**src/rtl/pfg_pkg.sv**
```systemverilog
// Shared types for the power-fail gated register bus.
package pfg_pkg;

    // Supply state reported to the system; codes are part of the interface.
    typedef enum logic [1:0] {
        SUP_NORMAL   = 2'd0,
        SUP_DESELECT = 2'd1,
        SUP_RETAIN   = 2'd2
    } sup_state_t;

endpackage

```
**src/rtl/pfg_sync.sv**
```systemverilog
// Two-flop synchronizer for a vector of asynchronous inputs.
// Assumes each bit is allowed to settle independently. Multi-bit fields
// (address, data) are taken to be stable while the strobes that qualify
// them are active.
module pfg_sync #(
    parameter int         W      = 1,
    parameter logic [W-1:0] RST_VAL = '0
) (
    input  logic         clk,
    input  logic         rst_n,
    input  logic [W-1:0] d,
    output logic [W-1:0] q
);
    logic [W-1:0] stage1;
    logic [W-1:0] stage2;

    // Two-stage shift toward the system clock domain.
    always_ff @(posedge clk) begin
        if (!rst_n) begin
            stage1 <= RST_VAL;
            stage2 <= RST_VAL;
        end else begin
            stage1 <= d;
            stage2 <= stage1;
        end
    end

    assign q = stage2;
endmodule

```
**src/rtl/pfg_supply.sv**
```systemverilog
// Supply qualifier: combines the synchronized trip and switch-over flags.
// Access is allowed only after both flags have stayed high for HOLD_CYCLES
// clocks. Assumes the flags are already synchronized.
module pfg_supply
    import pfg_pkg::*;
#(
    parameter int HOLD_CYCLES = 1024
) (
    input  logic       clk,
    input  logic       rst_n,
    input  logic       trip_ok_s,
    input  logic       sw_ok_s,
    output logic       access_ok,
    output sup_state_t state
);
    localparam int CW = $clog2(HOLD_CYCLES + 1);
    localparam logic [CW-1:0] HOLD_V = CW'(HOLD_CYCLES);

    logic          pg;
    logic [CW-1:0] held;

    assign pg = trip_ok_s & sw_ok_s;

    // Count healthy cycles and saturate at the hold limit; clear on any drop.
    always_ff @(posedge clk) begin
        if (!rst_n) begin
            held <= '0;
        end else if (!pg) begin
            held <= '0;
        end else if (held != HOLD_V) begin
            held <= held + 1'b1;
        end
    end

    assign access_ok = pg && (held == HOLD_V);

    // Encode the reported supply state.
    always_comb begin
        if (!sw_ok_s)       state = SUP_RETAIN;
        else if (access_ok) state = SUP_NORMAL;
        else                state = SUP_DESELECT;
    end

    AST_QUAL_HELD: assert property (@(posedge clk) disable iff (!rst_n)
        $rose(access_ok) |-> $past(pg)) else $error("qualify early");
    AST_RETAIN_BLOCKS: assert property (@(posedge clk) disable iff (!rst_n)
        (state == SUP_RETAIN) |=> !$past(access_ok)) else $error("retain access");
endmodule

```
**src/rtl/pfg_decode.sv**
```systemverilog
// Bus mode decoder on synchronized strobes. It produces the read enable and
// a one-cycle write commit at the end of a write. The address and data are
// captured while the write is open. Assumes the host keeps the address
// stable for the whole access.
module pfg_decode #(
    parameter int ADDR_W = 5,
    parameter int DATA_W = 8
) (
    input  logic              clk,
    input  logic              rst_n,
    input  logic              sel_n_s,
    input  logic              oe_n_s,
    input  logic              we_n_s,
    input  logic [ADDR_W-1:0] addr_s,
    input  logic [DATA_W-1:0] wdata_s,
    input  logic              access_ok,
    output logic              rd_en,
    output logic              wr_stb,
    output logic [ADDR_W-1:0] wr_addr,
    output logic [DATA_W-1:0] wr_data
);
    logic wr_on;
    logic wr_open;

    // Write mode needs select and write enable; output enable is ignored.
    assign wr_on = !sel_n_s && !we_n_s && access_ok;
    // Read mode needs select and output enable with write enable high.
    assign rd_en = !sel_n_s && !oe_n_s && we_n_s && access_ok;

    // Track the open write and commit it on the first cycle it closes.
    always_ff @(posedge clk) begin
        if (!rst_n) begin
            wr_open <= 1'b0;
            wr_stb  <= 1'b0;
        end else begin
            wr_open <= wr_on;
            wr_stb  <= wr_open && !wr_on && access_ok;
        end
    end

    // Capture the latest address and data while the write is open.
    always_ff @(posedge clk) begin
        if (!rst_n) begin
            wr_addr <= '0;
            wr_data <= '0;
        end else if (wr_on) begin
            wr_addr <= addr_s;
            wr_data <= wdata_s;
        end
    end

    AST_STB_SINGLE: assert property (@(posedge clk) disable iff (!rst_n)
        wr_stb |=> !wr_stb) else $error("strobe too long");
    AST_COMMIT_NEEDS_OK: assert property (@(posedge clk) disable iff (!rst_n)
        wr_stb |-> $past(access_ok)) else $error("commit without power");
endmodule

```
**src/rtl/pfg_regbus.sv**
```systemverilog
// Top: power-fail gated parallel register bus. It synchronizes the host
// strobes and supply flags, qualifies the supply, decodes read and write
// modes, and gates the external memory enable. Assumes a free-running
// system clock that is much faster than host access times.
module pfg_regbus
    import pfg_pkg::*;
#(
    parameter int ADDR_W      = 5,
    parameter int DATA_W      = 8,
    parameter int HOLD_CYCLES = 1024
) (
    input  logic              clk,
    input  logic              rst_n,
    input  logic              host_sel_n,
    input  logic              host_oe_n,
    input  logic              host_we_n,
    input  logic [ADDR_W-1:0] host_addr,
    input  logic [DATA_W-1:0] host_wdata,
    output logic [DATA_W-1:0] host_rdata,
    output logic              host_drive,
    input  logic              sup_trip_ok,
    input  logic              sup_sw_ok,
    input  logic              xmem_ce_in_n,
    output logic              xmem_ce_out_n,
    output logic              reg_rd_en,
    output logic [ADDR_W-1:0] reg_rd_addr,
    input  logic [DATA_W-1:0] reg_rdata,
    output logic              reg_wr_stb,
    output logic [ADDR_W-1:0] reg_wr_addr,
    output logic [DATA_W-1:0] reg_wr_data,
    output logic [1:0]        sup_state
);
    localparam int BUS_W = 3 + ADDR_W + DATA_W;

    logic [2:0]        ctl_s;
    logic [ADDR_W-1:0] addr_s;
    logic [DATA_W-1:0] wdata_s;
    logic [1:0]        sup_s;
    logic              access_ok;
    sup_state_t        state;

    pfg_sync #(.W(BUS_W), .RST_VAL({3'b111, {(ADDR_W + DATA_W){1'b0}}})) i_bus_sync (
        .clk   (clk),
        .rst_n (rst_n),
        .d     ({host_sel_n, host_oe_n, host_we_n, host_addr, host_wdata}),
        .q     ({ctl_s, addr_s, wdata_s})
    );

    pfg_sync #(.W(2), .RST_VAL(2'b00)) i_sup_sync (
        .clk   (clk),
        .rst_n (rst_n),
        .d     ({sup_trip_ok, sup_sw_ok}),
        .q     (sup_s)
    );

    pfg_supply #(.HOLD_CYCLES(HOLD_CYCLES)) i_supply (
        .clk       (clk),
        .rst_n     (rst_n),
        .trip_ok_s (sup_s[1]),
        .sw_ok_s   (sup_s[0]),
        .access_ok (access_ok),
        .state     (state)
    );

    pfg_decode #(.ADDR_W(ADDR_W), .DATA_W(DATA_W)) i_decode (
        .clk       (clk),
        .rst_n     (rst_n),
        .sel_n_s   (ctl_s[2]),
        .oe_n_s    (ctl_s[1]),
        .we_n_s    (ctl_s[0]),
        .addr_s    (addr_s),
        .wdata_s   (wdata_s),
        .access_ok (access_ok),
        .rd_en     (reg_rd_en),
        .wr_stb    (reg_wr_stb),
        .wr_addr   (reg_wr_addr),
        .wr_data   (reg_wr_data)
    );

    // Data bus driven only in read mode; the read address follows the bus.
    assign host_drive  = reg_rd_en;
    assign host_rdata  = reg_rd_en ? reg_rdata : '0;
    assign reg_rd_addr = addr_s;

    // External memory enable passes through only while access is allowed.
    assign xmem_ce_out_n = xmem_ce_in_n | ~access_ok;
    assign sup_state     = state;

    AST_DRIVE_ONLY_NORMAL: assert property (@(posedge clk) disable iff (!rst_n)
        host_drive |-> (sup_state == 2'd0)) else $error("drive unpowered");
    AST_XMEM_GATED: assert property (@(posedge clk) disable iff (!rst_n)
        (sup_state != 2'd0) |-> xmem_ce_out_n) else $error("xmem enabled");
endmodule

```
**config.mk**
```make
export PLATFORM = sky130hd
export DESIGN_NAME = pfg_regbus
export DESIGN_NICKNAME = d
export VERILOG_FILES = /design/src/rtl/pfg_pkg.sv /design/src/rtl/pfg_sync.sv /design/src/rtl/pfg_supply.sv /design/src/rtl/pfg_decode.sv /design/src/rtl/pfg_regbus.sv
export SDC_FILE = /design/constraint.sdc
export NUM_CORES = 1
export LEC_CHECK = 0
export BUFFER_PORTS_ARGS = -buffer_cell sky130_fd_sc_hd__buf_2
export CAP_MARGIN = 5
export CELL_PAD_IN_SITES_DETAIL_PLACEMENT = 1
export CELL_PAD_IN_SITES_GLOBAL_PLACEMENT = 1
export CORE_MARGIN = 8
export CORE_UTILIZATION = 38
export DETAILED_ROUTE_END_ITERATION = 10
export GPL_TIMING_DRIVEN = 0
export MAX_ROUTING_LAYER = met4
export PLACE_DENSITY_LB_ADDON = 0.12
export SLEW_MARGIN = 20
export SYNTH_ARGS = -nofsm -noshare
export SYNTH_HDL_FRONTEND = slang
export SYNTH_SLANG_ARGS = --single-unit
```
**constraint.sdc**
```tcl
create_clock -name clk -period 2.45 [get_ports clk]
set_input_delay 0.3675 -clock clk [delete_from_list [all_inputs] [get_ports clk]]
set_output_delay 0.3675 -clock clk [all_outputs]
set_load 0.01 [all_outputs]
```
* After elaboration in Yosys (flattened, before gate mapping)
Cells that the tools add are included.
Widths: inputs -> output; s select.
** Cells by class
- Reductions and logical operators :: 13
- Bitwise logic cells :: 3
- Add/sub/neg operators :: 1
- Multiplexer cells :: 3
- Eq/ne operators :: 2
** Operators with widths (number)
- $add 11x1->11 const B :: 1
- $eq 11x11->1 const B :: 1
- $ne 11x11->1 const B :: 1
- $logic_and 1x1->1 :: 8
- $mux 8 :: 1
- $logic_not 1->1 :: 4
- $mux 2 :: 1
- $reduce_and 2->1 :: 1
- $and 1x1->1 :: 1
- $mux 1 :: 1
- $not 1->1 :: 1
- $or 1x1->1 :: 1
** Word-level totals
- Output and inout port bits :: 32
- Input port bits :: 29
- Bits in registers :: 62
- Logic and storage cells :: 31

* Longest topological paths before layout
- Word-level depth :: 6
- Depth in mapped cells :: 7
- Mapped depth without buffers :: 5

* Modules after synthesis
Synthesis repeated with hierarchy kept, for this count alone.
** Second synthesis, totals
- Cell total of the unflattened synthesis :: 215
- Area total of the unflattened synthesis :: 2209.6 µm²
** Modules (own cells, without submodules)
- pfg_sync at i_bus_sync :: area an instance 858.3 µm², times used 1, cells an instance 67, sequential area each 640.6 µm²
- pfg_decode :: area an instance 609.3 µm², times used 1, cells an instance 63, sequential area each 300.3 µm²
- pfg_supply :: area an instance 573.0 µm², times used 1, cells an instance 67, sequential area each 220.2 µm²
- pfg_sync at i_sup_sync :: area an instance 105.1 µm², times used 1, cells an instance 8, sequential area each 80.1 µm²
- pfg_regbus :: area an instance 63.8 µm², times used 1, cells an instance 10, sequential area each 0.0 µm²

* Worst setup path after synthesis
Ideal clock, no wire load.
- Path kind :: reg2out
- Start :: reg i_supply.held[0]
- End :: out reg_rd_en
- Buffers on the path :: 2
- Setup slack :: 0.138 ns
- Data arrival time :: 1.944 ns
- Data required time :: 2.082 ns
- Stages on the path, launching flop included :: 8
- Cells stage by stage :: dfxtp_1 inv_1 ha_1 or4b_1 or3_1 buf_4 nor2_1 buf_4
** On the way
- Cells in the longest elaborated chain, start to end :: 3
** RTL lines
- start: declaration :: RTL line pfg_supply.sv:20 : logic [CW-1:0] held;
- start signal: assignment :: RTL line pfg_supply.sv:31 : held <= held + 1'b1;
- $eq 11x11->1 :: RTL line pfg_supply.sv:35 : assign access_ok = pg && (held == HOLD_V);
- $logic_and 1x1->1 :: RTL line pfg_supply.sv:35
- $logic_and 1x1->1 :: RTL line pfg_decode.sv:28 : assign rd_en = !sel_n_s && !oe_n_s && we_n_s && access_ok;
- end: declaration :: RTL line pfg_regbus.sv:25 : output logic reg_rd_en,
No other way between the ends.

* Worst setup path after layout
- Start :: reg i_supply.held[0]
- End :: out host_rdata[5]
** On the way
- Cells in the longest elaborated chain, start to end :: 4
** RTL lines
- $eq 11x11->1 :: RTL line pfg_supply.sv:35
- $logic_and 1x1->1 :: RTL line pfg_supply.sv:35
- $logic_and 1x1->1 :: RTL line pfg_decode.sv:28
- $mux 8 :: RTL line pfg_regbus.sv:82 : assign host_rdata = reg_rd_en ? reg_rdata : '0;
- end: declaration :: RTL line pfg_regbus.sv:19 : output logic [DATA_W-1:0] host_rdata,
No other way between the ends.

==> results by stage <==
Setup path:
- The signal on the critical path passes through inv_4, ha_4, or4b_4, or3_4, nor3_2, buf_2.
- The critical path startpoint category is a register.
- The setup path with the least slack is of type reg -> out.
- Data on the critical path is required at its endpoint by between 2 and 2.5 ns.
- The combined buffer and inverter count along the critical path is 2.
- The maximum fanout along the worst path is 6.
- The logic depth of the worst path, buffers included is 6.
- The kind of cell with the highest combined delay along the critical path is simple AND/OR/NAND/NOR gates.
- The longest individual stage delay on the worst path is roughly 0.48 ns.
- The worst setup path is captured at an output pin.
- The depth of the worst register-to-register path is 7.
- Data arrives at the worst endpoint at 2.10 ns.
- The slowest stage of the critical path is the or4b_4 cell.

Synth:
- The cell area that synthesis handed to floorplanning was about 0.0023 sq mm.
- The number of nets in the synthesized netlist is around 260.
- The number of synthesized flops with an enable pin is 0.
- The instance count of the mapped netlist is approximately 230.
- The synthesized design contains between 60 and 70 register bits.
- The proportion of synthesized chip area in sequential cells is a little over half.
- Yosys printed 0 warnings.
- The share of synthesized flip-flops with an asynchronous set or reset is 0%.
- The area fraction of the dominant cell type after synthesis is 54.8%.
- The count of unique library cells instantiated by Yosys is 33.
- The most common cell in the synthesized netlist is dfxtp_1.
- The cell type with the highest aggregate area in the netlist is dfxtp_1.
- Ranked by total cell area, the synthesized netlist is headed by dfxtp_1 (55%), and2_1 (8.3%), mux2i_1 (6.2%), nand2_1 (4.8%), buf_4 (2.3%).
- The most used flip-flop cell after synthesis is dfxtp_1.
- In the synthesized netlist, the cells that appear most often are dfxtp_1 (62), and2_1 (30), nand2_1 (29).
- The post-synthesis average cell area is about 9.8 sq um.

CTS:
- The maximum level of the CTS H-tree is 3.
- The clock reaches the later pin of the worst-skew pair after roughly 0.33 ns.
- The number of clock buffers inserted by TritonCTS is 9.
- Clock tree synthesis selected as its root buffer the cell clkbuf_8.
- TritonCTS built the clock tree.
- Counting along the longest clock path gives a buffer depth of 2.
- The number of clock sinks seen by CTS is 62.
- Clock-pin slew was measured on the worst setup and hold paths at around 0.060 ns.

STA:
- In this run the tightest slew margin relative to its limit is between 60% and 70%.
- The clock skew is ~0.0075 ns.
- The routed design could run at a clock period as short as ~2.5 ns.
- The hold violation count in the final report came to 0.
- Setup repair after global routing could not meet its margin everywhere.
- Setup violations remaining at the end of the flow were counted as 7.
- The transition time of the tightest slew-check pin is between 0.5 and 0.6 ns.
- The maximum operating frequency is approximately 410 MHz.
- Dividing the final minimum period by the clock period gives 101%.
- Setup slack on the critical path of the routed design comes to -0.0178 ns.
- The worst hold slack across all endpoints is ~0.23 ns.
- The final max-slew violation count was 0.

Global route:
- The aggregate global-route resource usage is a little over an eighth.
- Entering global routing, the biggest net connects 11 pins.
- The first-pass GRT wire length is 8920 microns.
- The via count of the first global-routing pass came to roughly 1800.
- After global routing the overflow that remains totals 0.
- The initial antenna violation count is 0.

Place:
- The pre-CTS setup slack is -0.0229 ns.
- The routability-driven placement congestion ratio is 0.743.
- Summed over all nets, the half-perimeter wirelength after detailed placement is ~3900 microns.
- The number of placed instances with taps included is 365.
- During placement, the flow inserted port buffers numbering a little under 60.

Power and ir drop:
- The cell internal power dissipation is 1.56 mW.
- The switching power total is roughly 0.42 mW.
- Power comes to just under 2 mW.
- The leakage dissipation is roughly 1.3 nW.
- The clock network is responsible for 43.4% of the overall power.
- Per report_power, the sequential group accounts for approximately 53% of the total.
- Of the total power, the share spent switching nets is a little over a fifth.
- Combinational logic burns roughly 4.0% of the power.
- The worst-case vdd ir drop is ~0.46 mV.
- In this run the power density over the cells is between 600 and 700 mW/mm^2.

Floorplan:
- The die is 93.2 microns wide.
- The core region is 0.00585 sq mm.
- Once the floorplan was initialized, standard cells occupied between 30% and 40% of the core.
- In this run the count of I/O pins placed on the die edge is ~60.
- The count of standard-cell rows is 28.
- The die covers around 0.0087 sq mm.
- The die is 93.2 microns tall.

Detailed routing:
- The total via count in the routed design is between 1500 and 2000.
- Summed over all layers, the routed wires come to approximately 5600 microns.
- The number of remaining DRC errors is 0.
- The count of antenna-violating nets left after detailed routing is 0.
- After detailed routing, the number of vias per cell comes to roughly 4.7.
- Before antenna repair, the detailed router went through 4 iterations.
- The post-detailed-route wirelength per cell is approximately 14 microns.
- For this block, the initial DRC count from the detailed router was 64.

Cells and area:
- From synthesis to final layout, the design area changed by 32.7%.
- Across the whole layout, storage elements account for ~0.0012 sq mm.
- The total area of multi-input combinational cells is around 960 sq um.
- The utilization of the core after routing is a little over 50%.
- Excluding fillers, the count of instances in the completed layout stands at between 300 and 400.
- Of the cells placed in the final design, the portion with a size suffix greater than 1 is a little over a third.
- At the end of the flow, the number of nets in the layout was between 300 and 400.
- The filler cells instantiated in the layout total 701.
- The total inserted antenna cells is 0.

Flow run:
- The tool flagged a number of max-cap violations equal to 0.

Status:
- The run finished, with violations left.
- The final reports fail on setup timing.

Worst hold path:
- The depth of the worst hold-timing path is 2.
- The path class of the tightest hold or removal check is in -> reg.
-- cell type report --
type,instances,area share (%)
plain buffers,14,2.75
clock buffers,11,4.71
clock inverters,4,1.58
inverters,13,1.79
multi-input cells,142,32.0
flip-flops and latches,62,41.6
well taps,75,3.13
repair buffers,69,12.4
-- worst paths after layout --
check | start | end | slack [ns]
worst min-delay path | host_oe_n | i_bus_sync.stage1[14] | 0.23
worst min register to register | i_bus_sync.stage1[14] | i_bus_sync.q[14] | 0.41
worst max register to register | i_supply.held[0] | i_decode.wr_data[1] | 0.39
worst max-delay path | i_supply.held[0] | host_rdata[5] | -0.02
-- registers in the layout, summed over array words and instances, names as in the netlist --
register           cells
i_decode.wr_open       1
i_decode.wr_stb        1
i_bus_sync.stage1     16
i_supply.held         11
i_bus_sync.q          16
i_decode.wr_addr       5
i_sup_sync.q           2
i_sup_sync.stage1      2
i_decode.wr_data       8
-- power by group through the flow --
stage | combinational, mW | sequential, mW | clock (mW)
after floorplan | 0.0419 | 1.06 | 0
after CTS | 0.0793 | 1.04 | 0.884
after global placement | 0.0745 | 1.07 | 0
final | 0.0788 | 1.04 | 0.862
after global routing | 0.0899 | 1.05 | 0.936
after detailed placement | 0.0771 | 1.07 | 0
-- per-layer routing --
metal	global-route usage [%]	vias to the layer above	part of all wire [%]
li1	-	917	-
met1	18.3	832	52
met2	17.5	55	39
met3	4.89	10	7.1
met4	6.44	0	1.7
met5	-	-	0
-- cell families (layout without fill, tap and decap cells) --
| group | Yosys count | in the layout | synth area share, % |
|---|---|---|---|
| AO/OA/AOI/OAI | 16 | 16 | 3.92 |
| XOR/XNOR | 2 | 2 | 0.774 |
| adder cells (fa/ha/maj) | 2 | 2 | 1.11 |
| buffers and inverters | 28 | 111 | 6.14 |
| flip-flops | 62 | 62 | 54.8 |
| multiplexers | 15 | 15 | 6.69 |
| AND/OR/NAND/NOR | 106 | 107 | 26.5 |
-- placed cells by master (no fill, tap or decap), drive strengths merged, types with 2 or more instances in the layout --
cell type and count:
nand2b 7, dfxtp 62, ha 2, or4 2, a21oi 7, clkbuf 18
nand4 4, mux2i 14, buf 76, nor4 2, and2 30, o31ai 3
or3 6, nand2 29, clkinv 2, o21ai 5, nor2 6, inv 13
nor3 10, or4b 2, nand3 4
-- stage by stage --
stage                     area [sq um]  setup TNS, ns
after floorplan                   2260              0
after global placement            2650              0
after detailed placement          2650        -0.0229
after CTS                         2960         -0.457
after global routing              3000         -0.791
final                             3000        -0.0572
-- timing repair --
action | 4_1_cts | 5_1_grt
setup buffers | 5 | 5
hold buffers | 0 | 0
pin swaps | 8 | 6
hold endpoints to repair | 0 | 0
gates resized for setup | 21 | 3
endpoints found under the setup margin | 12 | 11
gates cloned | 1 | 0
No activity file was read; power rests on OpenSTA's default activity.
